File: config.mk
export PLATFORM = sky130hd
export DESIGN_NAME = stat_block
export DESIGN_NICKNAME = d
export VERILOG_FILES = /design/src/rtl/stat_pkg.sv /design/src/rtl/stat_counter.sv /design/src/rtl/stat_status.sv /design/src/rtl/stat_regs.sv /design/src/rtl/stat_block.sv
export SDC_FILE = /design/constraint.sdc
export NUM_CORES = 1
export LEC_CHECK = 0
export BUFFER_PORTS_ARGS = -buffer_cell sky130_fd_sc_hd__buf_2
export CELL_PAD_IN_SITES_DETAIL_PLACEMENT = 0
export CELL_PAD_IN_SITES_GLOBAL_PLACEMENT = 1
export CORE_ASPECT_RATIO = 0.5
export CORE_MARGIN = 10
export CORE_UTILIZATION = 45
export CTS_CLUSTER_DIAMETER = 80
export DETAILED_ROUTE_END_ITERATION = 8
export PLACE_DENSITY = 0.84
export RECOVER_POWER = 100
export SKIP_CTS_REPAIR_TIMING = 1
export SYNTH_ARGS = -nofsm -noshare
export SYNTH_HDL_FRONTEND = slang
export SYNTH_HIERARCHICAL = 1
export SYNTH_SLANG_ARGS = --single-unit
File: constraint.sdc
create_clock -name clk -period 3.7 [get_ports clk]
set_input_delay 0.925 -clock clk [delete_from_list [all_inputs] [get_ports clk]]
set_output_delay 0.925 -clock clk [all_outputs]
set_load 0.005 [all_outputs]
File: src/rtl/stat_pkg.sv
package stat_pkg;
   // register word addresses
   localparam int ADR_SRST     = 0;
   localparam int ADR_STATUS   = 1;
   localparam int ADR_MASK     = 2;
   localparam int ADR_FORCE    = 3;
   localparam int ADR_CNT_BASE = 16;

   // status bit carrying the frame-completion flag
   localparam int STAT_FRAME_BIT = 0;

   // status bit that holds the overflow flag of counter idx
   function automatic int ovf_bit(input int idx);
      return idx + 1;
   endfunction
endpackage

File: src/rtl/stat_counter.sv
module stat_counter #(
   parameter int CNT_W = 32,
   parameter int AMT_W = 16
) (
   input  logic             clk,
   input  logic             rst_n,
   input  logic             clr,
   input  logic             en,
   input  logic             inc_vld,
   input  logic [AMT_W-1:0] inc_amt,
   output logic [CNT_W-1:0] cnt,
   output logic             ovf
);
   localparam int SUM_W = CNT_W + 1;
   localparam logic [CNT_W-1:0] CNT_MAX = '1;

   logic [SUM_W-1:0] sum;
   logic             carry;
   logic             bump;

   assign sum   = {1'b0, cnt} + SUM_W'(inc_amt);
   assign carry = sum[CNT_W];
   assign bump  = en & inc_vld;
   assign ovf   = bump & carry;

   always_ff @(posedge clk or negedge rst_n) begin
      if (!rst_n) begin
         cnt <= '0;
      end else if (clr) begin
         cnt <= '0;
      end else if (bump) begin
         cnt <= carry ? CNT_MAX : sum[CNT_W-1:0];
      end
   end
endmodule

File: src/rtl/stat_status.sv
module stat_status #(
   parameter int SW      = 9,
   parameter bit IRQ_REG = 1'b1
) (
   input  logic          clk,
   input  logic          rst_n,
   input  logic          clr,
   input  logic [SW-1:0] hw_set,
   input  logic [SW-1:0] sw_clr,
   input  logic [SW-1:0] sw_set,
   input  logic          mask_we,
   input  logic [SW-1:0] mask_wd,
   output logic [SW-1:0] status,
   output logic [SW-1:0] mask,
   output logic          irq
);
   logic [SW-1:0] status_d;
   logic          irq_d;

   // set sources win over a clear that lands in the same cycle
   assign status_d = (status & ~sw_clr) | hw_set | sw_set;
   assign irq_d    = |(status & ~mask);

   always_ff @(posedge clk or negedge rst_n) begin
      if (!rst_n) begin
         status <= '0;
         mask   <= '0;
      end else if (clr) begin
         status <= '0;
         mask   <= '0;
      end else begin
         status <= status_d;
         if (mask_we) mask <= mask_wd;
      end
   end

   generate
      if (IRQ_REG) begin : g_irq_reg
         logic irq_q;
         always_ff @(posedge clk or negedge rst_n) begin
            if (!rst_n) irq_q <= 1'b0;
            else        irq_q <= irq_d;
         end
         assign irq = irq_q;
      end else begin : g_irq_comb
         assign irq = irq_d;
      end
   endgenerate
endmodule

File: src/rtl/stat_regs.sv
module stat_regs
   import stat_pkg::*;
#(
   parameter int NUM_CNT = 8,
   parameter int CNT_W   = 32,
   parameter int SW      = 9,
   parameter int ADDR_W  = 5,
   parameter int DATA_W  = 32,
   parameter int RST_BIT = 8
) (
   input  logic                     clk,
   input  logic                     rst_n,
   input  logic                     reg_wr,
   input  logic                     reg_rd,
   input  logic [ADDR_W-1:0]        reg_addr,
   input  logic [DATA_W-1:0]        reg_wdata,
   input  logic [SW-1:0]            status,
   input  logic [SW-1:0]            mask,
   input  logic [NUM_CNT*CNT_W-1:0] cnt_flat,
   output logic                     soft_clr,
   output logic [SW-1:0]            sw_clr,
   output logic [SW-1:0]            sw_set,
   output logic                     mask_we,
   output logic [SW-1:0]            mask_wd,
   output logic [NUM_CNT-1:0]       cnt_rd,
   output logic [DATA_W-1:0]        reg_rdata
);
   localparam logic [ADDR_W-1:0] A_SRST   = ADDR_W'(ADR_SRST);
   localparam logic [ADDR_W-1:0] A_STATUS = ADDR_W'(ADR_STATUS);
   localparam logic [ADDR_W-1:0] A_MASK   = ADDR_W'(ADR_MASK);
   localparam logic [ADDR_W-1:0] A_FORCE  = ADDR_W'(ADR_FORCE);

   logic              unused_wdata;
   logic [DATA_W-1:0] cnt_rdata;
   logic [DATA_W-1:0] rdata_d;

   assign unused_wdata = ^reg_wdata;

   assign soft_clr = reg_wr && (reg_addr == A_SRST) && reg_wdata[RST_BIT];
   assign sw_clr   = (reg_wr && reg_addr == A_STATUS) ? reg_wdata[SW-1:0] : '0;
   assign sw_set   = (reg_wr && reg_addr == A_FORCE)  ? reg_wdata[SW-1:0] : '0;
   assign mask_we  = reg_wr && (reg_addr == A_MASK);
   assign mask_wd  = reg_wdata[SW-1:0];

   generate
      for (genvar gi = 0; gi < NUM_CNT; gi++) begin : g_hit
         assign cnt_rd[gi] = reg_rd && (reg_addr == ADDR_W'(ADR_CNT_BASE + gi));
      end
   endgenerate

   always_comb begin
      cnt_rdata = '0;
      for (int i = 0; i < NUM_CNT; i++) begin
         if (cnt_rd[i]) cnt_rdata = cnt_rdata | DATA_W'(cnt_flat[i*CNT_W +: CNT_W]);
      end
   end

   always_comb begin
      unique case (reg_addr)
         A_STATUS, A_FORCE: rdata_d = DATA_W'(status);
         A_MASK:            rdata_d = DATA_W'(mask);
         default:           rdata_d = cnt_rdata;
      endcase
   end

   always_ff @(posedge clk or negedge rst_n) begin
      if (!rst_n)      reg_rdata <= '0;
      else if (reg_rd) reg_rdata <= rdata_d;
   end
endmodule

File: src/rtl/stat_block.sv
module stat_block
   import stat_pkg::*;
#(
   parameter int NUM_CNT = 8,
   parameter int CNT_W   = 32,
   parameter int AMT_W   = 16,
   parameter int ADDR_W  = 5,
   parameter int DATA_W  = 32,
   parameter int RST_BIT = 8,
   parameter bit IRQ_REG = 1'b1
) (
   input  logic                     clk,
   input  logic                     rst_n,
   input  logic                     blk_en,
   input  logic [NUM_CNT-1:0]       evt_valid,
   input  logic [NUM_CNT*AMT_W-1:0] evt_amt,
   input  logic                     frame_done,
   input  logic                     reg_wr,
   input  logic                     reg_rd,
   input  logic [ADDR_W-1:0]        reg_addr,
   input  logic [DATA_W-1:0]        reg_wdata,
   output logic [DATA_W-1:0]        reg_rdata,
   output logic                     irq
);
   localparam int SW = NUM_CNT + 1;

   generate
      if (AMT_W > CNT_W) begin : g_bad_amt
         $error("stat_block: AMT_W must not exceed CNT_W");
      end
      if (CNT_W > DATA_W) begin : g_bad_cnt
         $error("stat_block: CNT_W must fit in DATA_W");
      end
      if (SW > DATA_W) begin : g_bad_sw
         $error("stat_block: status word must fit in DATA_W");
      end
      if (RST_BIT >= DATA_W) begin : g_bad_rst
         $error("stat_block: RST_BIT outside data word");
      end
      if (ADR_CNT_BASE + NUM_CNT > (1 << ADDR_W)) begin : g_bad_addr
         $error("stat_block: counters do not fit the address space");
      end
   endgenerate

   logic [NUM_CNT*CNT_W-1:0] cnt_flat;
   logic [NUM_CNT-1:0]       cnt_ovf;
   logic [NUM_CNT-1:0]       cnt_rd;
   logic [SW-1:0]            status_q;
   logic [SW-1:0]            mask_q;
   logic [SW-1:0]            hw_set;
   logic [SW-1:0]            sw_clr_reg;
   logic [SW-1:0]            sw_clr;
   logic [SW-1:0]            sw_set;
   logic                     soft_clr;
   logic                     mask_we;
   logic [SW-1:0]            mask_wd;

   generate
      for (genvar gi = 0; gi < NUM_CNT; gi++) begin : g_cnt
         stat_counter #(
            .CNT_W (CNT_W),
            .AMT_W (AMT_W)
         ) u_cnt (
            .clk     (clk),
            .rst_n   (rst_n),
            .clr     (soft_clr),
            .en      (blk_en),
            .inc_vld (evt_valid[gi]),
            .inc_amt (evt_amt[gi*AMT_W +: AMT_W]),
            .cnt     (cnt_flat[gi*CNT_W +: CNT_W]),
            .ovf     (cnt_ovf[gi])
         );
      end
   endgenerate

   // counter overflow flags sit above the frame flag; reading a counter clears its flag
   assign hw_set = {cnt_ovf, frame_done & blk_en};
   assign sw_clr = sw_clr_reg | {cnt_rd, 1'b0};

   stat_status #(
      .SW      (SW),
      .IRQ_REG (IRQ_REG)
   ) u_status (
      .clk     (clk),
      .rst_n   (rst_n),
      .clr     (soft_clr),
      .hw_set  (hw_set),
      .sw_clr  (sw_clr),
      .sw_set  (sw_set),
      .mask_we (mask_we),
      .mask_wd (mask_wd),
      .status  (status_q),
      .mask    (mask_q),
      .irq     (irq)
   );

   stat_regs #(
      .NUM_CNT (NUM_CNT),
      .CNT_W   (CNT_W),
      .SW      (SW),
      .ADDR_W  (ADDR_W),
      .DATA_W  (DATA_W),
      .RST_BIT (RST_BIT)
   ) u_regs (
      .clk       (clk),
      .rst_n     (rst_n),
      .reg_wr    (reg_wr),
      .reg_rd    (reg_rd),
      .reg_addr  (reg_addr),
      .reg_wdata (reg_wdata),
      .status    (status_q),
      .mask      (mask_q),
      .cnt_flat  (cnt_flat),
      .soft_clr  (soft_clr),
      .sw_clr    (sw_clr_reg),
      .sw_set    (sw_set),
      .mask_we   (mask_we),
      .mask_wd   (mask_wd),
      .cnt_rd    (cnt_rd),
      .reg_rdata (reg_rdata)
   );
endmodule

==> out/results.ini, run 1 <==
[timing]
slew_headroom_pct=-54.0
setup-violations-final=0
tns_ps=0
max_freq_mhz=294
clock_skew_ps=9.63
slew_viol_final=83
period_needed_ps=3400
finalCritPeriodShare_pct=91.8
rsz0062_at_grt=false
tightest_slew_ps=2310
finalHoldViolCount=0

[drt]
wl_met2_um=33600
met1_length_um=36300
avgRoutedWirePerCell_um=22.9
wl_um=78800
firstDrtPassIters=6
routed-via-count=21700
drc=0
postRouteAntennaNets=0
wl_met3_um=6560
drt_iter0_markers=2488
top_layer=met4
routed_via_density=6.30

[floorplan]
dieArea_mm2=0.0605
die_h_um=179
core_area_mm2=0.0501
initial_core_util_pct=45.4
num_rows=58
num_io_pins=212
die_x_um=338

[global_routing]
track_usage_pct=25.1
antenna_found_initial=2
grt_max_degree=85
grt_pass1_vias=20300
grt_pass1_wl_um=119000
grt_overflow_total=0

[power_and_ir_drop]
finalPower_mw=17.4
p_leak_nw=10.7
ir_drop_mv=0.351
power.density_mw_per_mm2=687

[synthesis]
netlist_area_mm2=0.0227
post-synth-top-area-cell=dfrtp_1
synth-seq-cells=307
synth-edff-count=0
avgSynthCellArea_um2=8.77
yosys_warnings=6
yosys.cell_types.count=93
yosysSeqAreaShare_pct=33.8
synthArstFlopShare_pct=100
syn_inst=2594
synth_nets=2909
synthTopCellsByArea=dfrtp_1 (34%), ha_1 (7.0%), a21oi_1 (4.5%)
synth-main-ff-cell=dfrtp_1
synth_top_area_share_pct=33.8

[outcome]
violations=max-capacitance violations, max-slew violations
run_status=finished, violations left

[worst_setup_path]
crit_fanout=47
cp.arrival_ps=3920
cp-end-kind=flop
worstSetupStartpointType=primary input
worst-setup-path-type=primary input to flop
required_ps=4220

[placed_design]
dp_hpwl_um=60600
place_congestion=0.964
io_buffers=188

[finish]
final_common_cell=dfrtp_1
area_delta_synth_final_pct=11.4
drive_gt1_share_pct=12.9
nets=3075
layout_common_cells=dfrtp_1 (307), a21oi_1 (207), nor2_1 (191)
fin_util_pct=50.6

[cts]
clk_latency_ps=590
cts_tree=done
clk_path_buf_depth=3
htree_levels=1
root_buffer=clkbuf_16
numCtsBuffers=31
cts.sinks=307
clkTransAtPathRegs_ps=70

[min_path]
hold_class=flop to flop

[job]
maxCapViolCount=1

[where the power goes]
group          internal, mW  switching (mW)  total, mW
clock network          1.90            1.45       3.34
logic                  3.54            4.77       8.31
registers              4.35            1.41       5.76
[layer usage]
metal  vias to the layer above  GRT usage (%)
li1                      10200              -
met1                     10600           36.7
met2                       813           37.4
met3                       107           4.25
met4                         0           6.98
met5                         -              0
[path summary, 6_finish.rpt]
| check | start | end | slack [ps] | cells past startpoint |
|---|---|---|---|---|
| worst max register to register | g_cnt[5].u_cnt/cnt[5] | g_cnt[5].u_cnt/cnt[26] | 440 | 8 |
| worst max-delay path | reg_addr[0] | u_regs/reg_rdata[8] | 300 | 6 |
| worst min-delay path | g_cnt[0].u_cnt/cnt[28] | g_cnt[0].u_cnt/cnt[28] | 520 | 1 |
| min in group asynchronous | rst_n | g_cnt[6].u_cnt/cnt[10] | 980 | 1 |
| worst min register to register | g_cnt[0].u_cnt/cnt[28] | g_cnt[0].u_cnt/cnt[28] | 520 | 1 |
| max in group asynchronous | rst_n | g_cnt[3].u_cnt/cnt[2] | 760 | 2 |
[cell type report]
cell class	count	area [um2]
Timing Repair Buffer	263	1500
Sequential cell	307	7680
Inverter	76	285
Tap cell	660	826
Multi-Input combinational cell	2081	14000
Antenna cell	2	5.00
Clock buffer	42	857
Clock inverter	15	184
Fill cell	4857	24700
[critical path: stages]
cell       delay (ps)
clkbuf_1         1000
and2_0            370
buf_4             480
and2_0            620
o2bb2ai_1         310
or4b_1            190
[cell usage after synthesis, types with 44 or more instances]
cell type / instances
dfrtp_1: 307
a21oi_1: 206
nor2_1: 191
nand3_1: 172
a31oi_1: 136
o21ai_0: 136
nand2_1: 132
ha_1: 128
inv_1: 76
and2_1: 73
nor3_1: 69
clkbuf_1: 66
a211oi_1: 59
a311oi_1: 58
mux2i_1: 56
xnor2_1: 54
and3_1: 50
xor2_1: 48
nand4_1: 44
[state kept, by name, indices dropped and copies added, names as in the netlist]
register          cells
u_status/mask         9
g_cnt.u_cnt/cnt     256
u_regs/reg_rdata     32
u_status/status       9
u_status/irq          1
[through the flow]
| step | instance area [um2] | worst slack [ps] | hold WS [ps] | cells |
|---|---|---|---|---|
| 6_report | 25300 | 303 | 519 | 3446 |
| 5_1_grt | 25300 | 260 | 522 | 3446 |
| 4_1_cts | 25600 | 754 | 351 | 3444 |
| 3_5_place_dp | 24500 | 231 | 512 | 3387 |
| 3_3_place_gp | 24500 | 231 | 497 | 3387 |
| 2_1_floorplan | 22700 | 329 | 473 | 2594 |
[kinds of logic after synthesis]
| logic type | synth area share [%] |
|---|---|
| AND/OR/NAND/NOR | 22.0 |
| XOR/XNOR | 3.93 |
| multiplexers | 2.61 |
| buffers and inverters | 4.22 |
| adder cells (fa/ha/maj) | 7.74 |
| flip-flops | 33.8 |
| AO/OA/AOI/OAI | 25.8 |
No activity file was read; power rests on OpenSTA's default activity.
==> run 2, diff against run 1 <==
- REMOVE_ABC_BUFFERS: default -> 1
==> run 2 against run 1 <==
The flow still finishes with violations (max-capacitance violations, max-slew violations). Sequential power is 2% lower. Critical path type is now flop to flop. Critical path depth is 3 higher. Routed wire length is 0.21% higher. Die area stayed put. Largest cell class unchanged. Sequential share of layout area is 0.18 points lower. First-iteration DRC count is 6.5% lower. Count of clock-buffer cells in the layout is 5 higher. Clock power is 7.2% higher. Fmax is 2.4% higher.
==> out/results.ini, run 2 (same netlist as run 1, synthesis figures left out) <==
[outcome]
run_status=finished, violations left
violations=max-capacitance violations, max-slew violations

[worst_setup_path]
cp.arrival_ps=3800  ; -120 ps
crit_fanout=9  ; -81%
cp-end-kind=flop
required_ps=4180  ; -40 ps
crit_top_cell=a21oi_1
path_cells=ha_1, and4_2, o21ai_1, a211o_1, a21oi_1, nor4b_4, clkbuf_1, a31oi_1, a21oi_1
crit_buf_inv=1  ; -1
critical_path.top_delay_family=compound AO/OA/AOI/OAI gates
cp_slowest_cell=a21oi_1
rrSetupSlack_ps=380  ; -60 ps
worstSetupStartpointType=flop
cpPeakStageDelay_ps=730  ; -270 ps
worst-setup-path-type=flop to flop

[finish]
largest_reg_flops=256  ; unchanged
regMostFlops=g_cnt.u_cnt/cnt
largestRegisters=g_cnt.u_cnt/cnt (256), u_regs/reg_rdata (32)
drive_gt1_share_pct=12.9  ; +0.016 points
area_delta_synth_final_pct=12.1
final_common_cell=dfrtp_1
layout_common_cells=dfrtp_1 (307), a21oi_1 (210), nor2_1 (191)
fin_cells=3461  ; +0.44%
fin_area_mm2=0.0255  ; +0.60%
nets=3085  ; +0.33%

[drt]
routed-via-count=21800  ; +0.43%
drc=0  ; unchanged
wl_um=79000  ; +0.21%
firstDrtPassIters=9  ; +3
drt_iter0_markers=2327  ; -6.5%
postRouteAntennaNets=0  ; unchanged
routed_via_density=6.30  ; about the same
avgRoutedWirePerCell_um=22.8  ; -0.22%

[timing]
timing.hold.ws_ps=529  ; +10.3 ps
finalHoldViolCount=0  ; unchanged
rsz0062_at_grt=false
tns_ps=0  ; unchanged
max_freq_mhz=301  ; +2.4%
period_needed_ps=3320  ; -78.7 ps
slew_viol_final=97  ; +17%
finalCritPeriodShare_pct=89.7  ; -2.1 points
tightest_slew_ps=2790  ; +484 ps
setup-violations-final=0  ; unchanged
slew_headroom_pct=-86.3  ; -32 points
clock_skew_ps=31.0  ; +21.3 ps

[power_and_ir_drop]
finalPower_mw=17.6  ; +0.91%
power.density_mw_per_mm2=689  ; +0.31%
ir_drop_mv=0.269  ; -23%
p_leak_nw=10.7  ; +0.77%

[global_routing]
antenna_found_initial=6  ; +4
grtUsageMet1_pct=35.8  ; -0.93 points
use_met3_pct=5.49  ; +1.2 points
busiest_layer=met2
grt_pass1_wl_um=119000  ; about the same
use_met2_pct=37.4  ; -0.059 points
grt_pass1_vias=20300  ; -0.069%
grt_overflow_total=0  ; unchanged
track_usage_pct=25.1  ; +0.026 points
grt_max_degree=99  ; +16%

[placed_design]
io_buffers=188  ; unchanged
place_congestion=0.956  ; -0.81%
placed_cell_area_mm2=0.0245  ; about the same
dp_hpwl_um=60600  ; about the same
dp.cells=3394  ; +0.21%

[cts]
cts.sinks=307  ; unchanged
clkTransAtPathRegs_ps=70  ; about the same
root_buffer=clkbuf_16
clk_path_buf_depth=3  ; unchanged
htree_levels=2  ; +1
cts_tree=done
clk_latency_ps=550  ; -40 ps
numCtsBuffers=34  ; +9.7%

[floorplan]
num_io_pins=212  ; unchanged
dieArea_mm2=0.0605  ; unchanged
initial_core_util_pct=45.4  ; unchanged
die_x_um=338  ; unchanged
die_h_um=179  ; unchanged
core_area_mm2=0.0501  ; unchanged
num_rows=58  ; unchanged

[job]
maxCapViolCount=1  ; unchanged

[min_path]
hold_class=flop to flop

[run 2: changes by cell type in the layout (fill, tap and decap cells not counted), moves of 3 or more]
cell and change:
a21oi_2 -3, a21oi_1 +3, clkbuf_16 +3, diode_2 +3, buf_12 -3, clkinv_2 -4
buf_4 +7, clkbuf_1 +5, inv_6 +3, buf_2 -3, clkbuf_8 +3
[run 2: final cells by class]
| type | instances | area (um2) |
|---|---|---|
| fill | 4831 | 24600 |
| antenna | 5 | 12.5 |
| inverter | 76 | 285 |
| sequential | 307 | 7680 |
| tap | 660 | 826 |
| multi-input combinational | 2081 | 14000 |
| clock buffer | 47 | 970 |
| clock inverter | 15 | 185 |
| timing repair buffer | 270 | 1490 |
[run 2: report_power, final]
part	total [mW]	switching (mW)	leakage, nW	internal [mW]
Clock	3.58	1.51	0.563	2.07
Combinational	8.34	4.79	6.44	3.55
Sequential	5.66	1.31	3.74	4.35
[run 2: layer usage]
metal	wire length [um]	vias to the layer above	part of all wire, %
met3	6850	110	8.7
li1	-	10300	-
met4	2490	0	3.2
met1	35400	10600	45
met5	0	-	0
met2	34200	869	43
[run 2: through the flow]
stage	util [%]	worst slack (ps)
finish	50.9	382
global route	50.9	272
CTS	51.3	752
detailed placement	49.0	223
global placement	49.0	266
floorplan	-	-3030
[run 2: final timing paths]
kind | from | endpoint | cells after the start
setup reg to reg | g_cnt[4].u_cnt/cnt[5] | g_cnt[4].u_cnt/cnt[10] | 9
min in group asynchronous | rst_n | g_cnt[7].u_cnt/cnt[13] | 1
max in group asynchronous | rst_n | g_cnt[7].u_cnt/cnt[26] | 2
hold reg to reg | g_cnt[0].u_cnt/cnt[28] | g_cnt[0].u_cnt/cnt[28] | 1
setup / recovery | g_cnt[4].u_cnt/cnt[5] | g_cnt[4].u_cnt/cnt[10] | 9
hold / removal | g_cnt[0].u_cnt/cnt[28] | g_cnt[0].u_cnt/cnt[28] | 1
[run 2: worst reg2reg max path, cell delays in order (launching register included)]
cell,delay [ps]
dfrtp_1,480
ha_1,450
and4_2,250
o21ai_1,120
a211o_1,340
a21oi_1,740
nor4b_4,440
clkbuf_1,230
a31oi_1,70
a21oi_1,140
==> run 3, diff against run 2 <==
- CAP_MARGIN: default -> 40
- GPL_ROUTABILITY_DRIVEN: default -> 1
- clock period: 3.7 -> 3.4 ns (I/O delays scaled with it)
==> run 3 against run 2 <==
The run still ends with max-capacitance violations, max-slew violations left. Clock power rose by 7.8%. Global-route usage rose by 0.13 points. Utilization rose by 0.11 points. Critical path depth fell by 1. Highest routed layer unchanged.
==> out/results.ini, run 3 (same netlist as run 1, synthesis figures left out) <==
[global_routing]
antenna_found_initial=6  ; unchanged
grt_pass1_vias=20200  ; -0.24%
grt_pass1_wl_um=120000  ; +0.65%
track_usage_pct=25.2  ; +0.13 points
grt_max_degree=71  ; -28%
grt_overflow_total=0  ; unchanged

[placed_design]
dp.cells=3413  ; +0.56%
io_buffers=188  ; unchanged
place_congestion=0.962  ; +0.65%
dp_slack_ps=86.6  ; -137 ps
dp_hpwl_um=61100  ; +0.83%

[worst_setup_path]
timing.rr.end=g_cnt[5].u_cnt/cnt[5]
cp-end-kind=flop
rrSetupSlack_ps=420  ; +40 ps
crit_fanout=17  ; +8
required_ps=3780  ; -400 ps
critical_path.top_delay_family=simple AND/OR/NAND/NOR gates
cp.arrival_ps=3490  ; -310 ps
crit_buf_inv=3  ; +2
cpPeakStageDelay_ps=890  ; +160 ps
cp_slowest_cell=and4_1
r2r-start=g_cnt[5].u_cnt/cnt[0]
worstSetupStartpointType=primary input
reg2reg_depth=9  ; unchanged
worst-setup-path-type=primary input to flop
path_cells=buf_4, nor4_1, and4_1, buf_12, clkbuf_1, nor2_1, nand4_1, o311ai_0

[floorplan]
num_io_pins=212  ; unchanged
num_rows=58  ; unchanged
initial_core_util_pct=45.4  ; unchanged
core_area_mm2=0.0501  ; unchanged
die_h_um=179  ; unchanged
dieArea_mm2=0.0605  ; unchanged
die_x_um=338  ; unchanged

[drt]
postRouteAntennaNets=0  ; unchanged
drt_iter0_markers=2755  ; +18%
avgRoutedWirePerCell_um=22.8  ; about the same
wl_um=79300  ; +0.39%
drc=0  ; unchanged
firstDrtPassIters=6  ; -3
routed-via-count=21900  ; +0.63%
routed_via_density=6.31  ; +0.19%

[finish]
layout_common_cells=dfrtp_1 (307), a21oi_1 (211), nor2_1 (191)
largest_reg_flops=256  ; unchanged
fin_cells=3476  ; +0.43%
largestRegisters=g_cnt.u_cnt/cnt (256), u_regs/reg_rdata (32)
drive_gt1_share_pct=13.0  ; +0.14 points
final-seq-area_mm2=0.00768  ; unchanged
nets=3104  ; +0.62%
regMostFlops=g_cnt.u_cnt/cnt
fill_cells=4813  ; -0.37%
final_common_cell=dfrtp_1
multi_input_area_mm2=0.0140  ; -0.32%
area_delta_synth_final_pct=12.3

[cts]
numCtsBuffers=34  ; unchanged
htree_levels=2  ; unchanged
clk_path_buf_depth=3  ; unchanged
cts.sinks=307  ; unchanged
cts_tree=done
clkTransAtPathRegs_ps=60  ; about the same
clk_latency_ps=540  ; about the same
root_buffer=clkbuf_16

[min_path]
hold_path_depth=1  ; unchanged
hold_class=flop to flop
whs_endpoint=g_cnt[5].u_cnt/cnt[17]
min_from=g_cnt[5].u_cnt/cnt[17]

[timing]
fin_ws_ps=293  ; -89.4 ps
timing.hold.ws_ps=526  ; -3.21 ps
max_freq_mhz=322
rsz0062_at_grt=false
period_needed_ps=3110
finalHoldViolCount=0  ; unchanged
finalCritPeriodShare_pct=91.4
tightest_slew_ps=1840  ; -959 ps
slew_headroom_pct=-22.4  ; +64 points
clock_skew_ps=20.4  ; -10.6 ps
setup-violations-final=0  ; unchanged
slew_viol_final=69  ; -29%

[power_and_ir_drop]
power.density_mw_per_mm2=750  ; +8.8%
ir_drop_mv=0.293  ; +8.9%
p_leak_nw=10.8  ; +0.21%

[outcome]
violations=max-capacitance violations, max-slew violations
run_status=finished, violations left

[job]
maxCapViolCount=1  ; unchanged

==> run 3: per-stage QoR <==
stage                     setup TNS, ps  utilization, %  power, mW  instance area [um2]
final                                 0            51.0       19.2                25500
after global routing                  0            51.0       20.5                25500
after CTS                             0            51.6       19.1                25800
after floorplan                 -682920               -       12.4                22100
after detailed placement              0            49.3       15.2                24700
after global placement                0            49.3       15.1                24700
==> run 3: worst max-delay path by stage <==
stage | start | end | slack (ps) | cells after the start
after global placement | evt_amt[112] | g_cnt[7].u_cnt/cnt[6] | 100 | 10
after detailed placement | evt_amt[112] | g_cnt[7].u_cnt/cnt[2] | 90 | 10
after floorplan | reg_addr[0] | g_cnt[4].u_cnt/cnt[29] | -3250 | 6
after global routing | g_cnt[1].u_cnt/cnt[0] | g_cnt[1].u_cnt/cnt[28] | 190 | 9
final | reg_addr[0] | g_cnt[5].u_cnt/cnt[31] | 290 | 8
after CTS | g_cnt[7].u_cnt/cnt[14] | g_cnt[7].u_cnt/cnt[2] | 600 | 8
==> run 3: area by class of cell <==
| type | instances | share of cell area [%] |
|---|---|---|
| clock inverter | 12 | 0.602 |
| antenna | 4 | 0.0392 |
| sequential | 307 | 30.1 |
| timing repair buffer | 289 | 6.37 |
| multi-input combinational | 2081 | 54.8 |
| inverter | 76 | 1.12 |
| clock buffer | 47 | 3.80 |
| tap | 660 | 3.23 |
==> run 3: routing by layer <==
metal  up-vias  wire, um  part of all wire (%)  GRT usage (%)
met5         -         0                     0              0
met4         0      2440                   3.1           7.58
met3       106      6700                   8.5           4.02
met2       907     34100                    43           37.5
met1     10700     36100                    45           37.0
li1      10300         -                     -              -
==> run 3: where the power goes <==
group	switching, mW	total [mW]	internal [mW]
clock	1.62	3.86	2.23
sequential	1.48	6.22	4.74
combinational	5.19	9.09	3.90
